**src/rtl/sg_pkg.sv**
```systemverilog
package sg_pkg;

    typedef enum logic [2:0] {
        OP_NONE     = 3'd0,
        OP_PROT_ONE = 3'd1,
        OP_UNPR_ONE = 3'd2,
        OP_PROT_ALL = 3'd3,
        OP_UNPR_ALL = 3'd4,
        OP_LOCK_ONE = 3'd5
    } sg_op_e;

    typedef enum logic [1:0] {
        CK_4K   = 2'd0,
        CK_32K  = 2'd1,
        CK_64K  = 2'd2,
        CK_CHIP = 2'd3
    } sg_kind_e;

    typedef enum logic [1:0] {
        ST_IDLE = 2'd0,
        ST_SCAN = 2'd1,
        ST_DONE = 2'd2
    } sg_state_e;

    typedef struct packed {
        logic locked;
        logic prot;
    } sg_stat_t;

endpackage

```
**src/rtl/sg_sector_bank.sv**
```systemverilog
module sg_sector_bank
    import sg_pkg::*;
#(
    parameter int N_SECT = 128,
    parameter int SECT_W = $clog2(N_SECT)
) (
    input  logic              clk,
    input  logic              por_n,
    input  logic              nv_clr_n,
    input  logic              hw_wp,
    input  logic              wr_en,
    input  sg_op_e            op,
    input  logic [SECT_W-1:0] sel,
    output logic [N_SECT-1:0] prot_eff,
    output logic [N_SECT-1:0] lock_q
);

    for (genvar i = 0; i < N_SECT; i++) begin : g_sect
        logic hit;
        logic p_q;
        logic p_nx;
        logic l_q;
        logic l_nx;

        assign hit = (sel == SECT_W'(i));

        always_comb begin
            p_nx = p_q;
            l_nx = l_q;
            if (wr_en) begin
                case (op)
                    OP_PROT_ONE: if (hit) p_nx = 1'b1;
                    OP_UNPR_ONE: if (hit && !l_q && !hw_wp) p_nx = 1'b0;
                    OP_PROT_ALL: p_nx = 1'b1;
                    OP_UNPR_ALL: if (!l_q && !hw_wp) p_nx = 1'b0;
                    OP_LOCK_ONE: if (hit) begin
                        p_nx = 1'b1;
                        l_nx = 1'b1;
                    end
                    default: ;
                endcase
            end
        end

        always_ff @(posedge clk or negedge por_n) begin
            if (!por_n) p_q <= 1'b1;
            else        p_q <= p_nx;
        end

        always_ff @(posedge clk or negedge nv_clr_n) begin
            if (!nv_clr_n) l_q <= 1'b0;
            else           l_q <= l_nx;
        end

        assign prot_eff[i] = p_q | l_q;
        assign lock_q[i]   = l_q;
    end

endmodule

```
**src/rtl/sg_check_fsm.sv**
```systemverilog
module sg_check_fsm
    import sg_pkg::*;
#(
    parameter int N_SECT = 128,
    parameter int SECT_W = $clog2(N_SECT),
    parameter int LANES  = 16
) (
    input  logic              clk,
    input  logic              por_n,
    input  logic              start,
    input  logic              chip,
    input  logic [SECT_W-1:0] sel,
    input  logic [N_SECT-1:0] prot_eff,
    output logic              busy,
    output logic              done,
    output logic              allow
);

    localparam int N_CHUNK = N_SECT / LANES;
    localparam int IDX_W   = (N_CHUNK > 1) ? $clog2(N_CHUNK) : 1;
    localparam logic [IDX_W-1:0] LAST = IDX_W'(N_CHUNK - 1);

    sg_state_e        state_q, state_nx;
    logic [IDX_W-1:0] idx_q;
    logic             acc_q;
    logic             res_q;
    logic             chunk_any;

    assign chunk_any = |prot_eff[idx_q*LANES +: LANES];

    always_comb begin
        state_nx = state_q;
        unique case (state_q)
            ST_IDLE: if (start) state_nx = chip ? ST_SCAN : ST_DONE;
            ST_SCAN: if (idx_q == LAST) state_nx = ST_DONE;
            ST_DONE: state_nx = ST_IDLE;
            default: state_nx = ST_IDLE;
        endcase
    end

    always_ff @(posedge clk or negedge por_n) begin
        if (!por_n) state_q <= ST_IDLE;
        else        state_q <= state_nx;
    end

    always_ff @(posedge clk or negedge por_n) begin
        if (!por_n) begin
            idx_q <= '0;
            acc_q <= 1'b0;
            res_q <= 1'b0;
        end else begin
            unique case (state_q)
                ST_IDLE: if (start) begin
                    idx_q <= '0;
                    acc_q <= 1'b0;
                    res_q <= !prot_eff[sel];
                end
                ST_SCAN: begin
                    acc_q <= acc_q | chunk_any;
                    idx_q <= idx_q + 1'b1;
                    if (idx_q == LAST) res_q <= !(acc_q | chunk_any);
                end
                default: ;
            endcase
        end
    end

    always_comb begin
        busy  = (state_q != ST_IDLE);
        done  = (state_q == ST_DONE);
        allow = (state_q == ST_DONE) && res_q;
    end

endmodule

```
**src/rtl/sector_guard.sv**
```systemverilog
module sector_guard
    import sg_pkg::*;
#(
    parameter int N_SECT     = 128,
    parameter int ADDR_W     = 24,
    parameter int SECT_LSB   = 16,
    parameter int SCAN_LANES = 16
) (
    input  logic              clk,
    input  logic              por_n,
    input  logic              nv_clr_n,
    input  logic              hw_wp,
    input  logic              cmd_valid,
    input  logic [2:0]        cmd_op,
    input  logic [ADDR_W-1:0] cmd_addr,
    input  logic              chk_valid,
    input  logic [1:0]        chk_kind,
    input  logic [ADDR_W-1:0] chk_addr,
    output logic              chk_busy,
    output logic              chk_done,
    output logic              chk_allow,
    input  logic              qry_valid,
    input  logic [ADDR_W-1:0] qry_addr,
    output logic              qry_ack,
    output logic [1:0]        qry_stat
);

    localparam int SECT_W = $clog2(N_SECT);

    logic [N_SECT-1:0] prot_eff;
    logic [N_SECT-1:0] lock_q;
    logic [SECT_W-1:0] cmd_sel, chk_sel, qry_sel;
    logic              busy;
    sg_stat_t          stat_q;
    logic              ack_q;

    assign cmd_sel = cmd_addr[SECT_LSB +: SECT_W];
    assign chk_sel = chk_addr[SECT_LSB +: SECT_W];
    assign qry_sel = qry_addr[SECT_LSB +: SECT_W];

    sg_sector_bank #(.N_SECT(N_SECT), .SECT_W(SECT_W)) u_bank (
        .clk      (clk),
        .por_n    (por_n),
        .nv_clr_n (nv_clr_n),
        .hw_wp    (hw_wp),
        .wr_en    (cmd_valid && !busy),
        .op       (sg_op_e'(cmd_op)),
        .sel      (cmd_sel),
        .prot_eff (prot_eff),
        .lock_q   (lock_q)
    );

    sg_check_fsm #(.N_SECT(N_SECT), .SECT_W(SECT_W), .LANES(SCAN_LANES)) u_fsm (
        .clk      (clk),
        .por_n    (por_n),
        .start    (chk_valid && !busy),
        .chip     (sg_kind_e'(chk_kind) == CK_CHIP),
        .sel      (chk_sel),
        .prot_eff (prot_eff),
        .busy     (busy),
        .done     (chk_done),
        .allow    (chk_allow)
    );

    always_ff @(posedge clk or negedge por_n) begin
        if (!por_n) begin
            ack_q  <= 1'b0;
            stat_q <= '0;
        end else begin
            ack_q <= qry_valid;
            if (qry_valid) begin
                stat_q.locked <= lock_q[qry_sel];
                stat_q.prot   <= prot_eff[qry_sel];
            end
        end
    end

    assign chk_busy = busy;
    assign qry_ack  = ack_q;
    assign qry_stat = stat_q;

endmodule

```
**config.mk**
```make
export PLATFORM = sky130hd
export DESIGN_NAME = sector_guard
export DESIGN_NICKNAME = d
export VERILOG_FILES = /design/src/rtl/sg_pkg.sv /design/src/rtl/sg_sector_bank.sv /design/src/rtl/sg_check_fsm.sv /design/src/rtl/sector_guard.sv
export SDC_FILE = /design/constraint.sdc
export NUM_CORES = 1
export LEC_CHECK = 0
export BUFFER_PORTS_ARGS = -buffer_cell sky130_fd_sc_hd__buf_4
export CAP_MARGIN = 20
export CORE_ASPECT_RATIO = 0.75
export CORE_MARGIN = 2
export CORE_UTILIZATION = 65
export DETAILED_ROUTE_END_ITERATION = 16
export PLACE_DENSITY = 0.84
export SLEW_MARGIN = 40
export SYNTH_ARGS = -nofsm -noshare
export SYNTH_HDL_FRONTEND = slang
export SYNTH_HIERARCHICAL = 1
export SYNTH_SLANG_ARGS = --single-unit
```
**constraint.sdc**
```tcl
create_clock -name clk -period 5.4 [get_ports clk]
set_clock_uncertainty 0.1 [all_clocks]
set_input_delay 0.27 -clock clk [delete_from_list [all_inputs] [get_ports clk]]
set_output_delay 0.27 -clock clk [all_outputs]
set_load 0.05 [all_outputs]
```
==> impl_metrics.py, run 1 <==
metrics = {
    "status": {
        "outcome": "complete, no violations",
    },
    "worst_setup_path": {
        "worstSetupPathType": "register to register",
        "arrival_ns": 3.47,
        "cpPeakStageDelay_ns": 0.54,
        "r2r_end": "u_bank/g_sect[10].p_q",
        "cp_cell_sequence": "or2_2 > nor2b_1 > inv_1 > a211oi_4 > buf_12 > o221ai_1 > mux2_1",
        "regToRegStartpoint": "u_fsm/state_q[1]",
        "start_kind": "register",
        "r2r_setup_slack_ns": 2.31,
        "crit_required_ns": 5.78,
        "crit_slowest_cell": "buf_12",
        "end_kind": "register",
        "ff2ff_path_depth": 7,
        "path_max_fanout": 128,
    },
    "finish": {
        "utilization_pct": 67.1,
        "mostFrequentLayoutCells": "nor2_1 (277), or2_2 (139), dfrtp_1 (137)",
        "nets": 1710,
        "drive_above_1_share_pct": 33.5,
        "final_area_mm2": 0.0187,
        "syn_to_final_growth_pct": 2.04,
        "final_common_cell": "nor2_1",
    },
    "synth": {
        "ys_ff_latch": 266,
        "synth_nets": 1898,
        "synth_area_per_cell_um2": 10.1,
        "postSynth.asyncResetShare_pct": 100,
        "postSynthCellCount": 1812,
        "synth_edf_count": 0,
        "syn_area_mm2": 0.0184,
        "synth_top_area_share_pct": 18.8,
        "synth.area.top_cells": "dfrtp_1 (19%), dfstp_2 (18%), mux2_2 (6.7%), o221ai_1 (6.3%), nor2_1 (5.8%)",
        "yosys_warnings": 6,
        "ys_seq_area_share_pct": 37.1,
        "synth_largest_area_cell": "dfrtp_1",
        "ys.flop_type": "dfrtp_1",
        "ys_types": 70,
    },
    "clock_tree": {
        "cts.sinks": 266,
        "ctsResizeCount": 0,
        "postCtsSetupBuffers": 0,
        "path_clk_slew_ns": 0.06,
        "numCtsBuffers": 27,
        "cts_max_level": 1,
        "cts_root_buf": "clkbuf_16",
        "clock_path_buffers": 3,
        "clkLatencyLatePin_ns": 0.55,
        "holdBufCountCts": 3,
        "cts_tree": "yes",
    },
    "placed_design": {
        "io_buffers": 38,
        "finalWeightedCongestion": 0.991,
        "placed_area_mm2": 0.0176,
        "hpwlAfterDp_mm": 35.6,
    },
    "routing": {
        "drt_pass1_iterations": 6,
        "drc": 0,
        "drt-initial-drc-count": 2175,
        "postRouteAntennaNets": 0,
        "post_drt_wl_per_cell_um": 28.7,
        "routed_wl_mm": 58.2,
        "vias": 14970,
        "via_per_inst": 7.37,
    },
    "sta": {
        "finalMaxSlewViolations": 0,
        "rsz0062_at_grt": "no",
        "hold_viol_final": 0,
        "fmax_ghz": 0.323,
        "period_share_pct": 57.3,
        "finalSetupViolations": 0,
        "tightestPinTransition_ns": 0.920,
        "fin_setup_tns_ns": 0,
        "relSlewSlack_pct": 38.1,
        "period_needed_ns": 3.09,
    },
    "global_routing": {
        "grt_pass1_vias": 14520,
        "grt_pass1_wl_mm": 88.6,
        "grtUsageTotal_pct": 39.8,
        "grt_max_degree": 129,
        "antenna_found_initial": 1,
        "grt_remaining_overflow": 0,
    },
    "floorplan": {
        "start_util_pct": 65.8,
        "die-area_mm2": 0.0296,
        "die_x_um": 198,
        "ioPinCount": 90,
        "placeableCoreArea_mm2": 0.0279,
        "row_count": 53,
        "die_h_um": 150,
    },
    "pwr": {
        "p_per_area_mw_per_mm2": 446,
        "cellLeakagePower_nw": 8.37,
        "ir_drop_mv": 0.351,
    },
    "worst_hold_path": {
        "holdPathEnd": "u_fsm/res_q",
        "hold_depth": 5,
        "hold_class": "input port to register",
        "min_from": "chk_addr[22]",
    },
    "flow_run": {
        "cap_violations": 0,
    },
}
## through the flow
step | cells | hold WS [ns] | power [mW] | setup slack [ns]
floorplan | 1812 | -0.126 | 5.35 | 3.01
global placement | 1973 | 0.246 | 5.93 | 2.09
detailed placement | 1976 | 0.254 | 6.08 | 2.34
CTS | 2028 | 0.0686 | 8.24 | 2.39
global route | 2029 | 0.120 | 8.67 | 2.29
finish | 2030 | 0.0736 | 8.35 | 2.31
## logic make-up after synthesis
kind of cell	count (synthesis)	synth area share (%)
flops	266	37.1
fa+ha+maj	2	0.136
simple gates	592	16.4
mux	274	19.6
buf+inv	297	10.3
compound gates	380	16.3
xor+xnor	1	0.0477
## area by class of cell
| class | instances | area [um2] |
|---|---|---|
| diodes | 1 | 2.50 |
| clock buffers | 38 | 787 |
| clock inverters | 11 | 230 |
| fillers | 2095 | 9180 |
| inverters | 10 | 37.5 |
| multi-input cells | 1249 | 9780 |
| flip-flops and latches | 266 | 6820 |
| well taps | 385 | 482 |
| repair buffers | 70 | 603 |
## worst max-delay path by stage
stage	start	endpoint	cells past startpoint
floorplan	u_fsm/state_q[1]	u_bank/g_sect[80].p_q	9
global placement	qry_addr[17]	qry_stat[1]	7
detailed placement	qry_addr[17]	qry_stat[1]	7
CTS	u_fsm/state_q[1]	u_bank/g_sect[100].p_q	7
global route	u_fsm/state_q[1]	u_bank/g_sect[91].p_q	7
finish	u_fsm/state_q[1]	u_bank/g_sect[10].p_q	7
## registers in the layout, summed over array words and instances, names as in the netlist
register / count
qry_ack: 1
qry_stat: 2
u_bank/g_sect.l_q: 128
u_bank/g_sect.p_q: 128
u_fsm/acc_q: 1
u_fsm/idx_q: 3
u_fsm/res_q: 1
u_fsm/state_q: 2
## critical path: cells and delay by family (launching register included)
family                 cells  cell delay (ns)
AND/OR/NAND/NOR            2             0.78
AO/OA/AOI/OAI              2             0.56
buffers and inverters      2             0.70
flip-flops                 1             0.45
multiplexers               1             0.36
## where the power goes
part / leakage (nW) / switching [mW] / internal, mW
Clock: 0.502 / 0.821 / 1.34
Sequential: 3.25 / 0.325 / 2.88
Combinational: 4.62 / 1.55 / 1.44
Total: 8.37 / 2.70 / 5.66
## cell usage after synthesis, types with 25 or more instances
master and n:
a21o_1 90, buf_2 55, buf_4 135, clkbuf_1 65, dfrtp_1 138, dfstp_2 128
mux2_1 34, mux2_2 109, mux2i_1 82, mux4_2 32, nor2_1 285, nor4_1 25
o21bai_1 41, o221ai_1 133, or2_2 139
## metal layers
metal | up-vias | global-route usage, % | share of wire, %
li1 | 6157 | - | -
met1 | 7404 | 54.3 | 38
met2 | 1192 | 55.1 | 41
met3 | 217 | 15.5 | 15
met4 | 0 | 19.6 | 5.6
met5 | - | 0 | 0
Power figures use the tool's default switching activity.
==> run 2, diff against run 1 <==
--- a/config.mk
+++ b/config.mk
@@ -9,9 +9,9 @@
 export CAP_MARGIN = 20
 export CORE_ASPECT_RATIO = 0.75
 export CORE_MARGIN = 2
-export CORE_UTILIZATION = 65
+export CORE_UTILIZATION = 57
 export DETAILED_ROUTE_END_ITERATION = 16
-export PLACE_DENSITY = 0.84
+export PLACE_DENSITY = 0.78
 export SLEW_MARGIN = 40
 export SYNTH_ARGS = -nofsm -noshare
 export SYNTH_HDL_FRONTEND = slang
==> constraint.sdc (replaced) <==
create_clock -name clk -period 2.55 [get_ports clk]
set_clock_uncertainty 0.1 [all_clocks]
set_input_delay 0.1275 -clock clk [delete_from_list [all_inputs] [get_ports clk]]
set_output_delay 0.1275 -clock clk [all_outputs]
set_load 0.05 [all_outputs]
==> run 2 against run 1 <==
  * Critical path depth is 1 higher
  * Global-route usage is 3.3 points lower
  * Utilization is 4.8 points lower
  * Sequential power is 110% higher
  * Critical endpoint is now u_fsm/acc_q
  * Largest cell class unchanged
==> impl_metrics.py, run 2 (synthesis results as in run 1) <==
metrics = {
    "pwr": {
        "ir_drop_mv": 0.668,
        "p_per_area_mw_per_mm2": 899,
        "total_power_mw": 17.6,
        "cellLeakagePower_nw": 8.88,
    },
    "sta": {
        "period_needed_ns": 2.52,
        "rsz0062_at_grt": "yes",
        "relSlewSlack_pct": 40.7,
        "tightestPinTransition_ns": 0.883,
        "finalSetupViolations": 0,
        "fmax_ghz": 0.397,
        "finalMaxSlewViolations": 0,
        "period_share_pct": 98.9,
        "whs_ns": 0.0117,
        "worst_slack_ns": 0.0290,
        "hold_viol_final": 0,
    },
    "clock_tree": {
        "clock_path_buffers": 3,
        "cts_max_level": 1,
        "cts.sinks": 266,
        "path_clk_slew_ns": 0.07,
        "cts_tree": "yes",
        "cts_root_buf": "clkbuf_16",
        "clkLatencyLatePin_ns": 0.58,
        "numCtsBuffers": 28,
    },
    "routing": {
        "vias": 15342,
        "postRouteAntennaNets": 0,
        "drt_pass1_iterations": 6,
        "post_drt_wl_per_cell_um": 28.7,
        "routed_wl_mm": 62.2,
        "drt-initial-drc-count": 2194,
        "drc": 0,
        "via_per_inst": 7.09,
    },
    "placed_design": {
        "dp.cells": 2099,
        "place_ws_ns": 0.00512,
        "io_buffers": 38,
        "finalWeightedCongestion": 1.00,
        "hpwlAfterDp_mm": 40.4,
    },
    "floorplan": {
        "placeableCoreArea_mm2": 0.0315,
        "die_x_um": 211,
        "die-area_mm2": 0.0337,
        "die_h_um": 159,
        "row_count": 56,
        "ioPinCount": 90,
        "start_util_pct": 58.4,
    },
    "global_routing": {
        "grt_max_degree": 129,
        "grt_pass1_vias": 15019,
        "antenna_found_initial": 2,
        "grt_remaining_overflow": 0,
        "grt_pass1_wl_mm": 93.2,
        "grtUsageTotal_pct": 36.5,
    },
    "worst_setup_path": {
        "startpoint": "u_bank/g_sect[71].l_q",
        "ff2ff_path_depth": 8,
        "regToRegStartpoint": "u_bank/g_sect[71].l_q",
        "path_max_fanout": 4,
        "r2r_end": "u_fsm/acc_q",
        "arrival_ns": 2.88,
        "worstSetupPathType": "register to register",
        "end_kind": "register",
        "r2r_setup_slack_ns": 0.03,
        "crit_required_ns": 2.91,
        "start_kind": "register",
    },
    "status": {
        "outcome": "complete, no violations",
    },
    "worst_hold_path": {
        "min_from": "chk_kind[0]",
        "hold_depth": 5,
        "hold_class": "input port to register",
        "holdPathEnd": "u_fsm/state_q[0]",
    },
    "finish": {
        "nets": 1821,
        "reg_top3": "u_bank/g_sect.l_q x128, u_bank/g_sect.p_q x128, u_fsm/idx_q x3",
        "mostFrequentLayoutCells": "nor2_1 (285), buf_4 (154), or2_2 (139)",
        "syn_to_final_growth_pct": 6.85,
        "drive_above_1_share_pct": 37.2,
        "final_common_cell": "nor2_1",
        "fin_cells": 2164,
    },
    "flow_run": {
        "cap_violations": 0,
    },
}
-- run 2: routing by layer --
metal / track usage [%] / up-vias / routed length [um]
li1: - / 6391 / -
met1: 49.9 / 7585 / 24100
met2: 50.7 / 1137 / 25400
met3: 14.8 / 227 / 9500
met4: 15.8 / 2 / 3180
met5: 0 / - / 16
-- run 2: repair_timing --
action | CTS | global route
hold buffers | 10 | 0
resized for setup | 1 | 15
setup buffers | 0 | 1
hold endpoints to repair | 121 | 0
endpoints found under the setup margin | 2 | 8
pin swaps | 0 | 1
-- run 2: how the worst max path moves through the flow --
stage | slack (ns) | cells after the start | end
finish | 0.03 | 8 | u_fsm/acc_q
global route | -0.05 | 8 | u_fsm/res_q
CTS | 0.0002 | 8 | u_fsm/acc_q
detailed placement | 0.005 | 8 | u_fsm/acc_q
global placement | 0.01 | 8 | u_fsm/acc_q
floorplan | 0.16 | 9 | u_bank/g_sect[80].p_q
-- run 2: area by class of cell --
class | instances | area, um2
Fill cell | 2489 | 11800
Multi-Input combinational cell | 1249 | 9790
Sequential cell | 266 | 6820
Timing Repair Buffer | 180 | 1560
Clock buffer | 43 | 838
Tap cell | 406 | 508
Clock inverter | 9 | 70.1
Inverter | 10 | 37.5
Antenna cell | 1 | 2.50
-- run 2: critical path, stage by stage, from the launching register on --
cell and delay (ns):
dfrtp_1 0.41, or2_2 0.35, nor4_2 0.32, nand3_1 0.18, a221oi_2 0.40, buf_4 0.18
a211oi_1 0.05, o31a_1 0.27, a21o_1 0.16
-- run 2: metrics by stage --
| stage | instance area, um2 | TNS [ns] | util [%] |
|---|---|---|---|
| 3_5_place_dp | 18500 | 0 | 58.8 |
| 3_3_place_gp | 18500 | 0 | 58.8 |
| 2_1_floorplan | 18400 | 0 | - |
| 6_report | 19600 | 0 | 62.4 |
| 4_1_cts | 19500 | 0 | 62.1 |
| 5_1_grt | 19600 | -0.0890 | 62.4 |
-- run 2: where the power goes --
group,switching (mW),internal [mW]
Combinational,3.49,3.29
Sequential,0.619,6.09
Clock,1.81,2.35
Total,5.92,11.7
